**src/rtl/pic_ack_pkg.sv**
```systemverilog
package pic_ack_pkg;
  typedef enum logic [2:0] {
    ST_IDLE,
    ST_QUERY,
    ST_WAIT_VEC,
    ST_POST,
    ST_WAIT_EOI
  } seq_state_e;
endpackage

```
**src/rtl/pic_ack_fsm.sv**
```systemverilog
module pic_ack_fsm
  import pic_ack_pkg::*;
#(
  parameter int VEC_W = 8
) (
  input  logic             clk_i,
  input  logic             rst_ni,
  input  logic             pic_req_i,
  input  logic             qry_ready_i,
  input  logic             rsp_valid_i,
  input  logic [VEC_W-1:0] rsp_vec_i,
  input  logic             eoi_done_i,
  output logic             qry_valid_o,
  output logic             set_en_o,
  output logic [VEC_W-1:0] set_idx_o
);
  seq_state_e      state_q, state_d;
  logic [VEC_W-1:0] vec_q;

  always_comb begin
    state_d = state_q;
    unique case (state_q)
      ST_IDLE:     if (pic_req_i)   state_d = ST_QUERY;
      ST_QUERY:    if (qry_ready_i) state_d = ST_WAIT_VEC;
      ST_WAIT_VEC: if (rsp_valid_i) state_d = ST_POST;
      ST_POST:                      state_d = ST_WAIT_EOI;
      ST_WAIT_EOI: if (eoi_done_i)  state_d = ST_IDLE;
      default:                      state_d = ST_IDLE;
    endcase
  end

  always_ff @(posedge clk_i or negedge rst_ni) begin
    if (!rst_ni) begin
      state_q <= ST_IDLE;
      vec_q   <= '0;
    end else begin
      state_q <= state_d;
      if (state_q == ST_WAIT_VEC && rsp_valid_i) vec_q <= rsp_vec_i;
    end
  end

  assign qry_valid_o = (state_q == ST_QUERY);
  assign set_en_o    = (state_q == ST_POST);
  assign set_idx_o   = vec_q;

  assert_query_held_R2: assert property (@(posedge clk_i) disable iff (!rst_ni)
    (qry_valid_o && !qry_ready_i) |=> qry_valid_o);

  assert_query_after_req_R2: assert property (@(posedge clk_i) disable iff (!rst_ni)
    $rose(qry_valid_o) |-> $past(pic_req_i));

  assert_single_post_R4: assert property (@(posedge clk_i) disable iff (!rst_ni)
    set_en_o |=> !set_en_o);

  assert_eoi_release_R5: assert property (@(posedge clk_i) disable iff (!rst_ni)
    (state_q == ST_WAIT_EOI && eoi_done_i) |=> (state_q == ST_IDLE));
endmodule

```
**src/rtl/pic_pending_reg.sv**
```systemverilog
module pic_pending_reg #(
  parameter int NUM_VEC = 256,
  parameter int VEC_W   = 8
) (
  input  logic               clk_i,
  input  logic               rst_ni,
  input  logic               set_en_i,
  input  logic [VEC_W-1:0]   set_idx_i,
  input  logic               clr_we_i,
  input  logic [NUM_VEC-1:0] clr_mask_i,
  output logic [NUM_VEC-1:0] pend_o
);
  logic [NUM_VEC-1:0] pend_q;

  for (genvar i = 0; i < NUM_VEC; i++) begin : g_bit
    logic hit_set, hit_clr;
    assign hit_set = set_en_i && (set_idx_i == VEC_W'(i));
    assign hit_clr = clr_we_i && clr_mask_i[i];
    // set has priority so a vector arriving during a clear is kept
    always_ff @(posedge clk_i or negedge rst_ni) begin
      if (!rst_ni)      pend_q[i] <= 1'b0;
      else if (hit_set) pend_q[i] <= 1'b1;
      else if (hit_clr) pend_q[i] <= 1'b0;
    end
  end

  assign pend_o = pend_q;

  assert_set_lands_R8: assert property (@(posedge clk_i) disable iff (!rst_ni)
    set_en_i |=> pend_q[$past(set_idx_i)]);

  assert_clear_empties_R7: assert property (@(posedge clk_i) disable iff (!rst_ni)
    (clr_we_i && !set_en_i) |=> ((pend_q & $past(clr_mask_i)) == '0));
endmodule

```
**src/rtl/pic_irq_summary.sv**
```systemverilog
module pic_irq_summary #(
  parameter int NUM_VEC = 256
) (
  input  logic               clk_i,
  input  logic               rst_ni,
  input  logic               mask_we_i,
  input  logic [NUM_VEC-1:0] mask_data_i,
  input  logic [NUM_VEC-1:0] pend_i,
  output logic               irq_o
);
  logic [NUM_VEC-1:0] mask_q;
  logic               irq_q;

  always_ff @(posedge clk_i or negedge rst_ni) begin
    if (!rst_ni) begin
      mask_q <= '1;
      irq_q  <= 1'b0;
    end else begin
      if (mask_we_i) mask_q <= mask_data_i;
      irq_q <= |(pend_i & ~mask_q);
    end
  end

  assign irq_o = irq_q;

  assert_quiet_when_masked_R10: assert property (@(posedge clk_i) disable iff (!rst_ni)
    ((pend_i & ~mask_q) == '0) |=> !irq_o);
endmodule

```
**src/rtl/pic_ack_seq.sv**
```systemverilog
module pic_ack_seq #(
  parameter int              NUM_VEC    = 256,
  parameter int              ADDR_W     = 40,
  parameter logic [ADDR_W-1:0] QUERY_BASE = 40'hFD_F900_0000,
  localparam int             VEC_W      = $clog2(NUM_VEC)
) (
  input  logic               clk_i,
  input  logic               rst_ni,
  input  logic               pic_req_i,
  output logic               qry_valid_o,
  output logic [ADDR_W-1:0]  qry_addr_o,
  input  logic               qry_ready_i,
  input  logic               rsp_valid_i,
  input  logic [VEC_W-1:0]   rsp_vec_i,
  input  logic               eoi_done_i,
  input  logic               clr_we_i,
  input  logic [NUM_VEC-1:0] clr_mask_i,
  input  logic               mask_we_i,
  input  logic [NUM_VEC-1:0] mask_data_i,
  output logic [NUM_VEC-1:0] pending_o,
  output logic               irq_o
);
  logic             set_en;
  logic [VEC_W-1:0] set_idx;

  pic_ack_fsm #(.VEC_W(VEC_W)) u_fsm (
    .clk_i       (clk_i),
    .rst_ni      (rst_ni),
    .pic_req_i   (pic_req_i),
    .qry_ready_i (qry_ready_i),
    .rsp_valid_i (rsp_valid_i),
    .rsp_vec_i   (rsp_vec_i),
    .eoi_done_i  (eoi_done_i),
    .qry_valid_o (qry_valid_o),
    .set_en_o    (set_en),
    .set_idx_o   (set_idx)
  );

  pic_pending_reg #(.NUM_VEC(NUM_VEC), .VEC_W(VEC_W)) u_pend (
    .clk_i      (clk_i),
    .rst_ni     (rst_ni),
    .set_en_i   (set_en),
    .set_idx_i  (set_idx),
    .clr_we_i   (clr_we_i),
    .clr_mask_i (clr_mask_i),
    .pend_o     (pending_o)
  );

  pic_irq_summary #(.NUM_VEC(NUM_VEC)) u_sum (
    .clk_i       (clk_i),
    .rst_ni      (rst_ni),
    .mask_we_i   (mask_we_i),
    .mask_data_i (mask_data_i),
    .pend_i      (pending_o),
    .irq_o       (irq_o)
  );

  assign qry_addr_o = QUERY_BASE;
endmodule

```
**config.mk**
```make
export PLATFORM = sky130hd
export DESIGN_NAME = pic_ack_seq
export DESIGN_NICKNAME = d
export VERILOG_FILES = /design/src/rtl/pic_ack_pkg.sv /design/src/rtl/pic_ack_fsm.sv /design/src/rtl/pic_pending_reg.sv /design/src/rtl/pic_irq_summary.sv /design/src/rtl/pic_ack_seq.sv
export SDC_FILE = /design/constraint.sdc
export NUM_CORES = 1
export LEC_CHECK = 0
export ABC_CLOCK_PERIOD_IN_PS = 1410
export BUFFER_PORTS_ARGS = -buffer_cell sky130_fd_sc_hd__buf_2
export CORE_UTILIZATION = 23
export DETAILED_ROUTE_END_ITERATION = 12
export GPL_TIMING_DRIVEN = 0
export PLACE_DENSITY = 0.44
export RECOVER_POWER = 25
export SLEW_MARGIN = 20
export SYNTH_ARGS = -nofsm -noshare
export SYNTH_HDL_FRONTEND = slang
export SYNTH_SLANG_ARGS = --single-unit
```
**constraint.sdc**
```tcl
create_clock -name clk_i -period 1.41 [get_ports clk_i]
set_input_delay 0.141 -clock clk_i [delete_from_list [all_inputs] [get_ports clk_i]]
set_output_delay 0.141 -clock clk_i [all_outputs]
set_load 0.005 [all_outputs]
```
==> flow_summary_export.csv, run 1 <==
group,metric,value,unit
synth,synthTopCellsByCount,"nand2_1, dfrtp_1, dfstp_2, mux2_2, nor2b_1",
final_layout,final_util,41.3,%
pwr,power_switching_share,31.9,%
placed_design,place_congestion,0.857,
critical_path,regToRegStartpoint,"u_sum.mask_q[86]$_DFFE_PN1P_",
min_path,min_to,"u_pend.pend_o[48]$_DFFE_PN0P_",
final_layout,area_growth,77.0,%
clocking,clk_latency,0.63,ns
synth,ys_ff_latch,524,
placed_design,place_area,29700,sq um
synth,synth-async-reset-ratio,100,%
timing,skew,0.0201,ns
global_routing,antenna_found_initial,27,
route,drc,0,
critical_path,r2r_cells,5,
synth,synth_area,23100,sq um
clocking,tritoncts,"yes",
floorplan,pin_count,826,
pwr,p_total,49.4,mW
timing,tightest_slew,1.34,ns
timing,fin_tns_setup,-183.73,ns
timing,hold_viol,0,
critical_path,path_common_cell,"nand4_1",
clocking,cts_max_path_buffers,3,
placed_design,dpl.hpwl,120,mm
synth,synthDominantCellAreaShare,29.1,%
min_path,hold_class,"input port to flop",
pwr,ir_drop,700,uV
synth,synth.largest_area_cell,"dfstp_2",
critical_path,critPathKind,"flop to flop",
pwr,p_leak,19.1,nW
floorplan,die_y,319,um
floorplan,start_util,23.4,%
flow_run,cap_violations,0,
synth,synth.distinct_cells,44,
timing,final_max_slew_viol_count,0,
timing,finalCritPeriodShare,160,%
placed_design,portBuffers,783,
timing,fin_ws,-0.852,ns
synth,syn_avg_cell_area,11.4,sq um
critical_path,r2r_slack,-0.85,ns
critical_path,cpPeakStageDelay,0.69,ns
timing,hold_slack,0.0807,ns
clocking,clock_tree.root_cell,"clkbuf_16",
route,ant_nets,0,
global_routing,grt_max_degree,89,
timing,rsz0062_at_grt,"true",
global_routing,grtUsageTotal,30.8,%
route,routed_via_density,4.80,
placed_design,pre_cts_ws,-1.48,ns
synth,synth_cells,2021,
synth,synth-edff-count,0,
critical_path,critPathSlowestCell,"a2111oi_1",
floorplan,die-area,102000,sq um
clocking,h-tree-depth,3,
timing,slew-limit-headroom,10.7,%
synth,synthFlopType,"dfrtp_1",
final_layout,final_cells,4987,
critical_path,critPathTopFamily,"simple AND/OR/NAND/NOR gates",
placed_design,dp.cells,4164,
final_layout,fillers,9663,
global_routing,grt_overflow_total,0,
pwr,p_seq_share,34.9,%
synth,yosys_warnings,0,
global_routing,grt_pass1_wl,211,mm
run_status,status,"finished, violations left",
final_layout,seqCellArea,13500,sq um
timing,fin_crit,2.26,ns
floorplan,num_rows,115,
clocking,clk_pin_slew,0.06,ns
route,wl_per_cell,32.5,um
min_path,hp-start,"clr_we_i",
floorplan,die_x,319,um
final_layout,drive_above_1_share,51.5,%
pwr,p_int,33.6,mW
timing,setup_viol,663,
final_layout,final_area,40900,sq um
synth,yosysMostFrequentCell,"nand2_1",
global_routing,grt_pass1_vias,24400,
critical_path,regToRegEndpoint,"u_sum.irq_o$_DFF_PN0_",
route,drt-pass1-iter-count,7,
clocking,cts.sinks,524,
clocking,cts_buffers,66,
critical_path,end_kind,"flop",
critical_path,critPathLaunchType,"flop",
floorplan,coreArea,99000,sq um
critical_path,required,1.90,ns
critical_path,cp_cell_sequence,"nor2b_1, a2111oi_1, nand4_1, nor4_2, nand4_1",
run_status,violations,"negative setup slack",
final_layout,nets,4167,
critical_path,critPathBufInv,0,
timing,fmax,442,MHz
pwr,p_sw,15.7,mW
synth,synth_area_leaders,"dfstp_2, dfrtp_1, mux2_2, nand2_1, a22o_1",
pwr,pwr-share-comb,30.2,%
synth,synth-seq-area-share,58.1,%
route,drt_iter0_drc,1744,
pwr,p_per_area,1210,nW/um^2
critical_path,crit_path_max_fanout,2,
critical_path,startpoint,"u_sum.mask_q[86]$_DFFE_PN1P_",
min_path,whs_path_depth,3,
route,wl,162,mm
final_layout,multi_input_area,10200,sq um
critical_path,critPathArrivalTime,2.75,ns
pwr,clockPowerShare,34.8,%
route,vias,23900,
[worst register-to-register path: cells and delay by family (launching register included)]
kind,cells,cell delay (ns)
compound gates,1,0.69
flops,1,0.52
simple gates,4,0.90
[logic make-up after synthesis]
group                  after synthesis  synth area share, %
DFF                                524                 58.1
other                                2               0.0325
muxes                              202                 9.83
AOI/OAI and AO/OA                  386                 12.3
and+or+nand+nor                    703                 15.4
buffers and inverters              204                 4.36
[sequential cells by signal, summed over array words and instances (netlist names)]
register,flops
u_fsm.set_idx_o,8
u_pend.pend_o,256
u_sum.mask_q,256
u_sum.irq_o,1
u_fsm.state_q,3
[layout make-up]
cell class | instances | area share, %
inverter | 64 | 0.587
timing repair buffer | 1516 | 29.6
clock buffer | 101 | 4.76
clock inverter | 19 | 0.401
tap | 1287 | 3.94
buffer | 136 | 2.69
multi-input combinational | 1331 | 25.0
sequential | 524 | 33.0
antenna | 9 | 0.0550
[routing by layer]
layer | global-route usage [%] | share of wire (%) | vias up
met5 | 0 | 0.059 | -
met4 | 11.1 | 4.0 | 16
met3 | 5.35 | 5.6 | 259
met2 | 51.2 | 48 | 1067
met1 | 39.9 | 43 | 12300
li1 | - | - | 10300
[power groups by stage]
stage | clock, mW | combinational (mW) | sequential [mW]
floorplan | 0 | 3.63 | 17.2
global placement | 0 | 7.51 | 17.4
detailed placement | 0 | 7.79 | 17.4
CTS | 17.5 | 13.0 | 17.2
global route | 18.0 | 15.4 | 17.3
finish | 17.2 | 14.9 | 17.3
[worst max-delay path by stage]
| stage | to | slack (ns) | depth (start not counted) |
|---|---|---|---|
| after floorplan | u_sum.irq_o$_DFF_PN0_ | -0.08 | 5 |
| after global placement | u_fsm.state_q[0]$_DFFE_PN0P_ | -12.76 | 1 |
| after detailed placement | u_sum.irq_o$_DFF_PN0_ | -1.48 | 5 |
| after CTS | u_sum.irq_o$_DFF_PN0_ | -0.89 | 5 |
| after global routing | u_sum.irq_o$_DFF_PN0_ | -0.83 | 5 |
| final | u_sum.irq_o$_DFF_PN0_ | -0.85 | 5 |
[layout by cell type, fill, tap and decap left out, types with 5 or more instances in the layout]
master	n
o21ai_1	13
o21ai_0	64
or3_4	5
a22o_1	176
nor2b_1	190
buf_2	790
dfrtp_2	50
dlygate4sd3_1	525
nor2_4	14
nand2_8	13
nor3_4	14
dfrtp_1	217
nand2_1	401
inv_1	64
buf_6	90
diode_2	9
buf_12	56
buf_1	8
clkbuf_16	77
clkinv_2	11
mux2_4	8
a2111oi_0	5
a2111oi_2	27
clkbuf_2	22
o21ai_2	67
nand2b_4	6
nand4_1	19
conb_1	40
nor4_4	9
buf_8	24
a2111oi_1	11
buf_16	12
a2111oi_4	21
or2_4	6
clkbuf_8	10
mux2_2	192
clkbuf_1	39
dfstp_2	256
buf_4	94
[what timing repair did]
action,CTS,global route
endpoints found under the hold margin,654,86
cloned,5,7
gates resized for setup,418,167
endpoints found under the setup margin,430,468
hold buffers,529,2
buffers inserted,128,44
pin swaps,121,109
Note: power is estimated with default switching activity, not from simulation.
==> run 2: changes to the inputs <==
- RECOVER_POWER: 25 -> 100
==> flow_summary_export.csv, run 2 (same netlist as run 1, synthesis figures left out) <==
group,metric,value,unit
timing,setup_viol,691,
critical_path,end_kind,"flop",
clocking,clk_pin_slew,0.06,ns
min_path,whs_path_depth,3,
critical_path,regToRegStartpoint,"u_sum.mask_q[86]$_DFFE_PN1P_",
floorplan,coreArea,99000,sq um
clocking,cts_buffers,66,
floorplan,die_y,319,um
critical_path,critPathTopFamily,"simple AND/OR/NAND/NOR gates",
critical_path,critPathLaunchType,"flop",
clocking,h-tree-depth,3,
timing,skew,0.0204,ns
critical_path,regToRegEndpoint,"u_sum.irq_o$_DFF_PN0_",
timing,fin_ws,-0.812,ns
critical_path,cpPeakStageDelay,0.64,ns
clocking,clock_tree.root_cell,"clkbuf_16",
global_routing,grt_pass1_wl,211,mm
timing,hold_viol,0,
flow_run,cap_violations,0,
floorplan,start_util,23.4,%
final_layout,final_area,40800,sq um
floorplan,pin_count,826,
critical_path,cp_cell_sequence,"nor2b_1, a2111oi_1, nand4_1, nor4_2, nand4_1",
route,drt_iter0_drc,1630,
final_layout,nets,4167,
critical_path,required,1.90,ns
critical_path,critPathBufInv,0,
critical_path,crit_path_max_fanout,2,
global_routing,antenna_found_initial,27,
route,routed_via_density,4.80,
min_path,hold_class,"input port to flop",
timing,final_max_slew_viol_count,0,
min_path,min_to,"u_pend.pend_o[48]$_DFFE_PN0P_",
final_layout,final_cell_mix,"buf_2, dlygate4sd3_1, nand2_1",
critical_path,r2r_cells,5,
clocking,tritoncts,"yes",
floorplan,die-area,102000,sq um
timing,fmax,450,MHz
route,wl_per_cell,32.5,um
critical_path,path_common_cell,"nand4_1",
route,vias,23900,
critical_path,critPathKind,"flop to flop",
critical_path,cp_num_cells,5,
placed_design,dpl.hpwl,120,mm
clocking,cts_max_path_buffers,3,
final_layout,drive_above_1_share,48.6,%
critical_path,critPathArrivalTime,2.71,ns
floorplan,die_x,319,um
timing,slew-limit-headroom,10.8,%
floorplan,num_rows,115,
global_routing,grt_max_degree,89,
global_routing,grt_pass1_vias,24400,
global_routing,grt_overflow_total,0,
min_path,hp-start,"clr_we_i",
route,drc,0,
final_layout,area_growth,76.3,%
global_routing,grtUsageTotal,30.8,%
critical_path,r2r_slack,-0.81,ns
critical_path,critPathSlowestCell,"a2111oi_1",
route,ant_nets,0,
pwr,p_per_area,1210,nW/um^2
placed_design,place_congestion,0.857,
timing,finalCritPeriodShare,158,%
route,wl,162,mm
timing,rsz0062_at_grt,"true",
timing,tightest_slew,1.34,ns
final_layout,fillers,9719,
clocking,cts.sinks,524,
run_status,violations,"negative setup slack",
timing,fin_crit,2.22,ns
route,drt-pass1-iter-count,8,
run_status,status,"finished, violations left",
placed_design,portBuffers,783,
placed_design,dp.cells,4164,
final_layout,layout_commonest_cell,"buf_2",
pwr,p_leak,18.7,nW
final_layout,final_cells,4986,
pwr,ir_drop,704,uV
placed_design,place_area,29700,sq um
clocking,clk_latency,0.63,ns
run 2: worst max path at each step:
stage                                               from  slack, ns                      endpoint
final                       u_sum.mask_q[86]$_DFFE_PN1P_      -0.81         u_sum.irq_o$_DFF_PN0_
after global routing        u_sum.mask_q[76]$_DFFE_PN1P_      -0.83         u_sum.irq_o$_DFF_PN0_
after CTS                   u_sum.mask_q[76]$_DFFE_PN1P_      -0.89         u_sum.irq_o$_DFF_PN0_
after detailed placement  u_pend.pend_o[113]$_DFFE_PN0P_      -1.48         u_sum.irq_o$_DFF_PN0_
after global placement                            rst_ni     -12.76  u_fsm.state_q[0]$_DFFE_PN0P_
after floorplan             u_sum.mask_q[11]$_DFFE_PN1P_      -0.08         u_sum.irq_o$_DFF_PN0_
run 2: through the flow:
stage          setup WS (ns)  util, %  setup TNS, ns  total power, mW  hold slack (ns)
2_1_floorplan        -0.0756        -          -1.65             20.8           -0.155
3_3_place_gp          -12.76     29.3       -5637.21             24.9            0.350
3_5_place_dp           -1.48     30.0        -385.41             25.2           0.0534
4_1_cts               -0.887     40.4        -120.45             47.7           -0.166
5_1_grt               -0.828     41.2        -240.67             50.8           0.0418
6_report              -0.812     41.2        -205.83             49.4           0.0797
run 2: worst min-delay path: stages:
cell	delay, ns
clkbuf_2	0.28
nand2_1	0.14
a22o_1	0.11
run 2: final cells by class:
| type | instances | area, sq um | area share, % |
|---|---|---|---|
| Clock inverter | 19 | 164 | 0.402 |
| Inverter | 64 | 240 | 0.589 |
| Buffer | 136 | 1090 | 2.69 |
| Multi-Input combinational cell | 1331 | 10200 | 25.1 |
| Sequential cell | 524 | 13500 | 33.1 |
| Tap cell | 1287 | 1610 | 3.95 |
| Timing Repair Buffer | 1516 | 12000 | 29.4 |
| Clock buffer | 101 | 1950 | 4.78 |
| Antenna cell | 8 | 20.0 | 0.0491 |
run 2: where the power goes:
group	internal (mW)	switching (mW)	total (mW)
clock	9.92	7.32	17.2
combinational	7.13	7.77	14.9
sequential	16.6	0.680	17.3
total	33.6	15.8	49.4
run 2: routing by layer:
metal  global-route usage (%)  routed length, um  up-vias  share of wire, %
li1                         -                  -    10300                 -
met1                     39.9              69400    12300                43
met2                     51.2              77100     1092                48
met3                     5.35               9120      265               5.6
met4                     11.1               6360       16               3.9
met5                        0                 96        -             0.059
run 2: repair_timing:
item,in CTS,in global routing
pin swaps,121,109
setup buffers,128,44
cloned,5,7
resized for setup,418,167
setup endpoints to repair,430,468
hold buffers,529,2
endpoints found under the hold margin,654,86
==> run 3: changes to the inputs <==
- BUFFER_PORTS_ARGS: -buffer_cell sky130_fd_sc_hd__buf_2 -> unset
- CORE_MARGIN: unset -> 2
- DONT_BUFFER_PORTS: unset -> 1
- PLACE_DENSITY: 0.44 -> 0.36
- RECOVER_POWER: 100 -> unset
==> flow_summary_export.csv, run 3 (same netlist as run 1, synthesis figures left out) <==
group,metric,value,unit
floorplan,die_y,321,um
clocking,clk_latency,0.63,ns
pwr,p_seq_share,35.9,%
clocking,h-tree-depth,3,
final_layout,nets,3373,
final_layout,area_growth,58.8,%
run_status,status,"finished, violations left",
global_routing,antenna_found_initial,18,
final_layout,fillers,9858,
pwr,p_sw,15.0,mW
floorplan,coreArea,99900,sq um
critical_path,critPathKind,"input port to async pin",
global_routing,grtUsageTotal,29.2,%
final_layout,final_cells,4203,
global_routing,grt_pass1_vias,21600,
critical_path,required,0.64,ns
route,wl_per_cell,37.0,um
run_status,violations,"negative hold slack, max-slew violations, negative setup slack",
floorplan,die_x,321,um
timing,setup_viol,535,
pwr,p_per_area,1320,nW/um^2
pwr,power_switching_share,31.0,%
final_layout,drive_above_1_share,37.4,%
final_layout,layout_commonest_cell,"dlygate4sd3_1",
clocking,cts.sinks,524,
clocking,clk_pin_slew,0.06,ns
critical_path,regToRegStartpoint,"u_pend.pend_o[68]$_DFFE_PN0P_",
placed_design,pre_cts_ws,-1.48,ns
floorplan,num_rows,116,
placed_design,dpl.hpwl,116,mm
timing,tightest_slew,4.78,ns
timing,fmax,302,MHz
route,ant_nets,0,
placed_design,dp.cells,3386,
critical_path,end_kind,"async pin",
timing,hold_viol,162,
timing,slew-limit-headroom,-219,%
clocking,clock_tree.root_cell,"clkbuf_16",
clocking,cts_max_path_buffers,3,
route,wl,156,mm
timing,skew,0.0233,ns
timing,fin_ws,-1.90,ns
global_routing,grt_pass1_wl,200,mm
route,drt_iter0_drc,1455,
final_layout,final_cell_mix,"dlygate4sd3_1, nand2_1, dfstp_2",
flow_run,cap_violations,0,
global_routing,use_met2,49.5,%
critical_path,critPathArrivalTime,2.53,ns
pwr,p_int,33.4,mW
final_layout,seqCellArea,13500,sq um
global_routing,use_met3,7.28,%
floorplan,start_util,23.2,%
pwr,ir_drop,765,uV
route,vias,20700,
clocking,cts_buffers,68,
critical_path,cp_num_cells,0,
critical_path,crit_path_max_fanout,524,
floorplan,pin_count,826,
pwr,pwr-share-comb,27.7,%
global_routing,busiest_layer,"met2",
final_layout,multi_input_area,10300,sq um
critical_path,startpoint,"rst_ni",
floorplan,die-area,103000,sq um
placed_design,place_congestion,0.847,
pwr,clockPowerShare,36.4,%
final_layout,final_util,36.8,%
timing,fin_crit,3.31,ns
min_path,hold_class,"input port to async pin",
critical_path,critPathLaunchType,"input port",
route,routed_via_density,4.92,
pwr,p_leak,15.6,nW
clocking,tritoncts,"yes",
critical_path,r2r_cells,5,
timing,hold_slack,-0.728,ns
global_routing,grt_overflow_total,0,
timing,final_max_slew_viol_count,431,
global_routing,met1_usage,36.4,%
global_routing,grt_max_degree,525,
route,drc,0,
timing,finalCritPeriodShare,234,%
clocking,hold_buffers,529,
placed_design,portBuffers,0,
timing,rsz0062_at_grt,"true",
route,drt-pass1-iter-count,5,
[run 3: changes by cell type in the layout (fill, tap and decap cells not counted), moves of 6 or more]
cell,before,now
buf_2,654,17
clkbuf_1,133,39
dfrtp_2,38,14
a2111oi_1,11,4
clkbuf_2,61,22
a2111oi_2,27,33
dfrtp_1,229,253
mux2_4,8,1
mux2_2,192,199
buf_8,24,14
[run 3: per-layer routing]
| layer | wire [um] | vias up |
|---|---|---|
| li1 | - | 8676 |
| met1 | 63100 | 10800 |
| met2 | 75900 | 1001 |
| met3 | 11300 | 196 |
| met4 | 5310 | 2 |
| met5 | 7 | - |
[run 3: cell type report]
cell class                      instances  share of cell area [%]
Tap cell                             1298                    4.42
Multi-Input combinational cell       1331                    28.0
Sequential cell                       524                    36.6
Timing Repair Buffer                  722                    21.3
Inverter                               64                   0.654
Clock inverter                         16                   0.395
Buffer                                134                    3.00
Antenna cell                            7                  0.0477
Clock buffer                          107                    5.56
[run 3: path summary, 6_finish.rpt]
check | to | slack, ns
min | u_pend.pend_o[10]$_DFFE_PN0P_ | -0.73
min in group clk_i | u_pend.pend_o[18]$_DFFE_PN0P_ | 0.06
min reg2reg | u_sum.mask_q[136]$_DFFE_PN1P_ | 0.50
max | u_pend.pend_o[220]$_DFFE_PN0P_ | -1.90
max reg2reg | u_sum.irq_o$_DFF_PN0_ | -0.84
max in group clk_i | u_sum.irq_o$_DFF_PN0_ | -0.84
[run 3: through the flow]
stage	power, mW	area, sq um	TNS (ns)
CTS	46.9	35600	-82.80
detailed placement	24.0	25700	-349.83
finish	48.3	36700	-273.27
global placement	23.6	25100	-471.12
global route	49.8	36700	-65.30
floorplan	20.8	23500	-1.65
[run 3: what timing repair did]
item | in CTS | in global routing
setup buffers | 114 | 52
gates cloned | 6 | 3
pin swaps | 119 | 124
endpoints found under the hold margin | 1047 | 524
setup endpoints to repair | 419 | 308
gates resized for setup | 359 | 190
[run 3: power groups by stage]
stage / sequential, mW / clock (mW) / combinational, mW
after global routing: 17.4 / 18.5 / 13.8
after detailed placement: 17.5 / 0 / 6.51
final: 17.3 / 17.6 / 13.4
after global placement: 17.4 / 0 / 6.17
after floorplan: 17.2 / 0 / 3.63
after CTS: 17.3 / 18.0 / 11.7
